<file path="src/rtl/sg_pkg.sv">
package sg_pkg;
  localparam logic [7:0] CODE_ARM    = 8'h60;
  localparam logic [7:0] CODE_LOCK   = 8'h01;
  localparam logic [7:0] CODE_UNLOCK = 8'hD0;
  localparam logic [7:0] CODE_DOWN   = 8'h2F;
  localparam logic [7:0] CODE_CLEAR  = 8'h50;

  typedef enum logic {SEQ_IDLE, SEQ_ARMED} seq_state_e;
  typedef enum logic [1:0] {OP_LOCK, OP_UNLOCK, OP_DOWN, OP_NONE} lock_op_e;

  function automatic lock_op_e decode_op(input logic [7:0] code);
    case (code)
      CODE_LOCK:   return OP_LOCK;
      CODE_UNLOCK: return OP_UNLOCK;
      CODE_DOWN:   return OP_DOWN;
      default:     return OP_NONE;
    endcase
  endfunction

  // protection seen by an access: lock bit, or lock-down held by the pin
  function automatic logic sector_protected(input logic lk, input logic dn, input logic wp);
    return lk | (dn & wp);
  endfunction

  function automatic logic unlock_allowed(input logic dn, input logic wp);
    return !(dn && wp);
  endfunction
endpackage

</file>
<file path="src/rtl/cmd_sequencer.sv">
module cmd_sequencer
  import sg_pkg::*;
#(
  parameter int SEC_W = 4
) (
  input  logic             clk,
  input  logic             rst_n,
  input  logic             cmd_valid,
  input  logic [7:0]       cmd_code,
  input  logic [SEC_W-1:0] cmd_sector,
  input  logic             prog_susp,
  output logic             fam_step,
  output logic             op_fire,
  output lock_op_e         op_kind,
  output logic [SEC_W-1:0] op_sector,
  output logic             seq_fault,
  output logic             clr_fire
);
  seq_state_e state_q, state_d;
  lock_op_e   dec;

  always_comb begin
    dec       = decode_op(cmd_code);
    fam_step  = cmd_valid && (state_q == SEQ_ARMED) && (dec != OP_NONE);
    op_fire   = fam_step && !prog_susp;
    op_kind   = dec;
    op_sector = cmd_sector;
    seq_fault = cmd_valid && (state_q == SEQ_ARMED) && ((dec == OP_NONE) || prog_susp);
    clr_fire  = cmd_valid && (state_q == SEQ_IDLE) && (cmd_code == CODE_CLEAR);
    state_d   = state_q;
    if (cmd_valid) begin
      if (state_q == SEQ_IDLE) begin
        if (cmd_code == CODE_ARM) state_d = SEQ_ARMED;
      end else begin
        state_d = SEQ_IDLE;
      end
    end
  end

  always_ff @(posedge clk or negedge rst_n) begin
    if (!rst_n) state_q <= SEQ_IDLE;
    else        state_q <= state_d;
  end
endmodule

</file>
<file path="src/rtl/lock_array.sv">
module lock_array
  import sg_pkg::*;
#(
  parameter int NUM_SECTORS = 16,
  parameter int SEC_W       = 4
) (
  input  logic                   clk,
  input  logic                   rst_n,
  input  logic                   op_fire,
  input  lock_op_e               op_kind,
  input  logic [SEC_W-1:0]       op_sector,
  input  logic                   wp_assert,
  output logic [NUM_SECTORS-1:0] lock_q,
  output logic [NUM_SECTORS-1:0] down_q,
  output logic [NUM_SECTORS-1:0] prot_vec
);
  for (genvar i = 0; i < NUM_SECTORS; i++) begin : g_sector
    logic hit;
    assign hit = op_fire && (op_sector == SEC_W'(i));

    always_ff @(posedge clk or negedge rst_n) begin
      if (!rst_n) begin
        lock_q[i] <= 1'b1;
        down_q[i] <= 1'b0;
      end else if (hit) begin
        case (op_kind)
          OP_LOCK:   lock_q[i] <= 1'b1;
          OP_UNLOCK: if (unlock_allowed(down_q[i], wp_assert)) lock_q[i] <= 1'b0;
          OP_DOWN: begin
            lock_q[i] <= 1'b1;
            down_q[i] <= 1'b1;
          end
          default: ;
        endcase
      end
    end

    assign prot_vec[i] = sector_protected(lock_q[i], down_q[i], wp_assert);
  end
endmodule

</file>
<file path="src/rtl/access_gate.sv">
module access_gate #(
  parameter int NUM_SECTORS = 16,
  parameter int SEC_W       = 4
) (
  input  logic                   clk,
  input  logic                   rst_n,
  input  logic                   req_valid,
  input  logic [SEC_W-1:0]       req_sector,
  input  logic [NUM_SECTORS-1:0] prot_vec,
  output logic                   prot_fault,
  output logic                   grant,
  output logic                   reject
);
  // NUM_SECTORS is expected to equal 2**SEC_W so every address is a sector
  logic blocked;
  assign blocked    = prot_vec[req_sector];
  assign prot_fault = req_valid && blocked;

  always_ff @(posedge clk or negedge rst_n) begin
    if (!rst_n) begin
      grant  <= 1'b0;
      reject <= 1'b0;
    end else begin
      grant  <= req_valid && !blocked;
      reject <= prot_fault;
    end
  end
endmodule

</file>
<file path="src/rtl/status_reg.sv">
module status_reg (
  input  logic       clk,
  input  logic       rst_n,
  input  logic       seq_fault,
  input  logic       prot_fault,
  input  logic       clr_fire,
  input  logic       erase_susp,
  input  logic       prog_susp,
  output logic [7:0] status
);
  logic err_prot_q, err_seq_a_q, err_seq_b_q, es_q, ps_q;

  // a fault raised in a clear cycle outranks the clear
  always_ff @(posedge clk or negedge rst_n) begin
    if (!rst_n) begin
      err_prot_q  <= 1'b0;
      err_seq_a_q <= 1'b0;
      err_seq_b_q <= 1'b0;
      es_q        <= 1'b0;
      ps_q        <= 1'b0;
    end else begin
      err_prot_q  <= prot_fault | (err_prot_q  & ~clr_fire);
      err_seq_a_q <= seq_fault  | (err_seq_a_q & ~clr_fire);
      err_seq_b_q <= seq_fault  | (err_seq_b_q & ~clr_fire);
      es_q        <= erase_susp;
      ps_q        <= prog_susp;
    end
  end

  assign status = {1'b0, es_q, err_seq_b_q, err_seq_a_q, 1'b0, ps_q, err_prot_q, 1'b0};
endmodule

</file>
<file path="src/rtl/sector_guard.sv">
module sector_guard
  import sg_pkg::*;
#(
  parameter int NUM_SECTORS = 16,
  localparam int SEC_W      = (NUM_SECTORS > 1) ? $clog2(NUM_SECTORS) : 1
) (
  input  logic                   clk,
  input  logic                   rst_n,
  input  logic                   cmd_valid,
  input  logic [7:0]             cmd_code,
  input  logic [SEC_W-1:0]       cmd_sector,
  input  logic                   wp_assert,
  input  logic                   erase_susp,
  input  logic                   prog_susp,
  input  logic                   req_valid,
  input  logic [SEC_W-1:0]       req_sector,
  output logic                   grant,
  output logic                   reject,
  output logic [7:0]             status,
  output logic [NUM_SECTORS-1:0] lock_state,
  output logic [NUM_SECTORS-1:0] down_state
);
  logic                   fam_step, op_fire, seq_fault, clr_fire, prot_fault;
  lock_op_e               op_kind;
  logic [SEC_W-1:0]       op_sector;
  logic [NUM_SECTORS-1:0] prot_vec;

  cmd_sequencer #(.SEC_W(SEC_W)) u_seq (
    .clk, .rst_n, .cmd_valid, .cmd_code, .cmd_sector, .prog_susp,
    .fam_step, .op_fire, .op_kind, .op_sector, .seq_fault, .clr_fire
  );

  lock_array #(.NUM_SECTORS(NUM_SECTORS), .SEC_W(SEC_W)) u_locks (
    .clk, .rst_n, .op_fire, .op_kind, .op_sector, .wp_assert,
    .lock_q(lock_state), .down_q(down_state), .prot_vec
  );

  access_gate #(.NUM_SECTORS(NUM_SECTORS), .SEC_W(SEC_W)) u_gate (
    .clk, .rst_n, .req_valid, .req_sector, .prot_vec,
    .prot_fault, .grant, .reject
  );

  status_reg u_stat (
    .clk, .rst_n, .seq_fault, .prot_fault, .clr_fire,
    .erase_susp, .prog_susp, .status
  );
endmodule

</file>
<file path="config.mk">
export PLATFORM = sky130hd
export DESIGN_NAME = sector_guard
export DESIGN_NICKNAME = d
export VERILOG_FILES = /design/src/rtl/sg_pkg.sv /design/src/rtl/cmd_sequencer.sv /design/src/rtl/lock_array.sv /design/src/rtl/access_gate.sv /design/src/rtl/status_reg.sv /design/src/rtl/sector_guard.sv
export SDC_FILE = /design/constraint.sdc
export NUM_CORES = 1
export LEC_CHECK = 0
export BUFFER_PORTS_ARGS = -buffer_cell sky130_fd_sc_hd__buf_2
export CAP_MARGIN = 20
export CORE_ASPECT_RATIO = 1.4
export CORE_MARGIN = 4
export CORE_UTILIZATION = 46
export CTS_BUF_LIST = sky130_fd_sc_hd__clkbuf_16
export CTS_CLUSTER_DIAMETER = 40
export DETAILED_ROUTE_END_ITERATION = 6
export GPL_TIMING_DRIVEN = 0
export HOLD_SLACK_MARGIN = 0.06
export PLACE_DENSITY = 0.76
export SYNTH_ARGS = -nofsm -noshare
export SYNTH_HDL_FRONTEND = slang
export SYNTH_SLANG_ARGS = --single-unit
</file>
<file path="constraint.sdc">
create_clock -name clk -period 2.5 [get_ports clk]
set_clock_uncertainty 0.1 [all_clocks]
set_input_delay 0.375 -clock clk [delete_from_list [all_inputs] [get_ports clk]]
set_output_delay 0.375 -clock clk [all_outputs]
set_load 0.05 [all_outputs]
</file>
==> impl_metrics.env <==
export IMPL_critical_path_buf_inv_count=1
export IMPL_arrival_ps=1900
export IMPL_dieHeight_um=90.7
export IMPL_fmax_mhz=557
export IMPL_rsz0062_at_grt="no"
export IMPL_start_util_pct=48.4
export IMPL_final_core_util_pct=59.6
export IMPL_async_flop_share_pct=100
export IMPL_synth_edf_count=0
export IMPL_critPathTopFamily="simple AND/OR/NAND/NOR gates"
export IMPL_worst_ep_required_time_ps=2610
export IMPL_place_area_um2=2630
export IMPL_post_dp_hpwl_um=4230
export IMPL_vias=1845
export IMPL_cts_htree_levels=2
export IMPL_groute_usage_overall_pct=19.6
export IMPL_ant_nets=0
export IMPL_irDropWorstVdd_mv=0.373
export IMPL_critPathKind="reg2reg"
export IMPL_dr_pass1_iters=4
export IMPL_cts_hold_fix_buffers=0
export IMPL_netlist_area_um2=2250
export IMPL_setup_viol=0
export IMPL_yosysUniqueCellTypes=48
export IMPL_core_um2=4640
export IMPL_antennaDiodeCount=0
export IMPL_antenna_found_initial=0
export IMPL_gp_congestion=0.888
export IMPL_clk_latency_ps=280
export IMPL_drv_slew=0
export IMPL_cts_tree="built"
export IMPL_ys_flop_type="dfrtp_1"
export IMPL_via_per_inst=5.51
export IMPL_grt_pass1_vias=1847
export IMPL_worst_slew_pin_slew_ps=868
export IMPL_cp_slowest_cell="dfrtp_1"
export IMPL_drt_iter0_drc=64
export IMPL_cts_resized=0
export IMPL_synth_seq_cells=40
export IMPL_fin_crit_sh_pct=71.8
export IMPL_clk_pin_slew_ps=60
export IMPL_layout_drive_gt1_share_pct=43.2
export IMPL_slowest_delay_ps=360
export IMPL_cts_setup_buffers=0
export IMPL_max_slew_margin_pct=42.2
export IMPL_cts_buffers=5
export IMPL_overflow=0
export IMPL_hold_viol=0
export IMPL_start_kind="flip-flop"
export IMPL_p_per_area_nw_per_um2=518
export IMPL_clkSinkCount=40
export IMPL_cts_root_buf="clkbuf_16"
export IMPL_leakagePower_nw=1.46
export IMPL_cap_violations=0
export IMPL_syn_to_final_growth_pct=23.1
export IMPL_io_pins=65
export IMPL_wl_um=5430
export IMPL_layout_nets=295
export IMPL_path_cells="nand2_1 -> or2_2 -> a21oi_4 -> buf_6 -> nand4_1 -> mux2_1"
export IMPL_cp_end_kind="flip-flop"
export IMPL_cts_max_path_buffers=2
export IMPL_placementRows=29
export IMPL_outcome="finished clean"
export IMPL_hold_path_class="in2reg"
export IMPL_fin_area_um2=2770
export IMPL_syn_area_per_cell_um2=11.0
export IMPL_grt_pass1_wl_um=9050
export IMPL_synthCells=204
export IMPL_tns_ps=0
export IMPL_ys_seq_area_share_pct=45.4
export IMPL_numPortBuffers=59
export IMPL_die_w_um=67.1
export IMPL_drc_errors=0
export IMPL_wl_per_cell_um=16.2
export IMPL_yosysWarningCount=0
export IMPL_layout_min_cycle_time_ps=1800
export IMPL_path_max_fanout=10
export IMPL_dieArea_um2=6090
export IMPL_grt_max_degree=41
==> layer usage <==
metal / part of all wire, % / GRT usage [%]
met4: 3.1 / 9.64
met1: 37 / 22.8
met5: 0 / 0
met3: 6.1 / 3.74
met2: 53 / 33.5
==> cells by family (layout without fill, tap and decap cells) <==
group	count (synthesis)	count (layout)	share of synthesized area (%)
buffers and inverters	21	88	6.90
AND/OR/NAND/NOR	79	79	21.7
multiplexers	26	26	13.6
AO/OA/AOI/OAI	37	37	12.2
other	1	3	0.167
flip-flops	40	40	45.4
==> report_power, final <==
group          switching, mW  internal [mW]
Clock                  0.236          0.362
Sequential           0.00372          0.658
Combinational          0.115         0.0595
==> per-stage QoR <==
stage / power, mW / setup slack [ps] / hold slack [ps] / instances
floorplan: 0.787 / 662 / -20.6 / 206
finish: 1.43 / 705 / 95.8 / 335
CTS: 1.45 / 703 / 96.7 / 335
global route: 1.49 / 579 / 99.9 / 335
global placement: 0.845 / 471 / 361 / 327
detailed placement: 0.848 / 456 / 372 / 327
==> synth_stat cells (2+ instances only) <==
cell type,number,area share (%)
mux2_1,11,5.5
a21oi_1,5,1.1
buf_4,10,3.3
and4_4,2,1.0
nor3_1,3,0.67
mux2i_1,8,3.6
o21ai_0,2,0.44
and2_1,3,0.83
a21o_1,18,6.0
nand3_1,5,1.1
nor2_1,9,1.5
buf_2,3,0.67
nand2_1,19,3.2
inv_1,3,0.50
nand4_1,15,4.2
a22oi_1,2,0.67
nor3_2,2,0.89
nor2b_1,5,1.4
a211oi_1,3,1.0
nand4b_1,2,0.78
dfrtp_1,24,27
mux2_2,5,2.5
mux4_2,2,2.0
buf_6,2,1.0
dfstp_2,16,19
nand2b_1,2,0.56
or2_2,2,0.56
==> sequential cells by signal, indices dropped and copies added (netlist names) <==
register	cells
u_stat.err_prot_q	1
u_locks.down_q	16
u_stat.ps_q	1
u_gate.reject	1
u_stat.err_seq_a_q	1
u_stat.es_q	1
u_gate.grant	1
u_locks.lock_q	16
u_stat.err_seq_b_q	1
u_seq.state_q	1
==> layout by cell type, fill, tap and decap left out, types with 4 or more instances in the layout <==
| cell type | count |
|---|---|
| nand4_1 | 15 |
| clkbuf_16 | 5 |
| nor2_1 | 9 |
| dfrtp_1 | 24 |
| nor2b_1 | 5 |
| mux2_2 | 5 |
| nand2_1 | 19 |
| a21oi_1 | 5 |
| mux2_1 | 11 |
| inv_1 | 4 |
| a21o_1 | 18 |
| dfstp_2 | 16 |
| buf_2 | 62 |
| buf_4 | 10 |
| mux2i_1 | 8 |
| nand3_1 | 5 |
==> layout make-up <==
| type | count | area (um^2) |
|---|---|---|
| clock buffers | 5 | 125 |
| multi-input cells | 145 | 1080 |
| inverters | 3 | 11.3 |
| well taps | 62 | 77.6 |
| flip-flops and latches | 40 | 1020 |
| plain buffers | 18 | 144 |
| fillers | 463 | 1870 |
| clock inverters | 3 | 15.0 |
| repair buffers | 59 | 295 |
==> worst paths after layout <==
kind | startpoint | to | slack (ps) | cells past startpoint
max in group asynchronous | rst_n | u_stat.err_prot_q | 1650 | 1
worst min register to register | u_stat.err_prot_q | u_stat.err_prot_q | 380 | 2
worst max-delay path | u_seq.state_q | u_locks.lock_q[3] | 700 | 6
worst max register to register | u_seq.state_q | u_locks.lock_q[3] | 700 | 6
worst min-delay path | erase_susp | u_stat.es_q | 100 | 1
min in group asynchronous | rst_n | u_stat.es_q | 110 | 1
No activity file was read; power rests on OpenSTA's default activity.
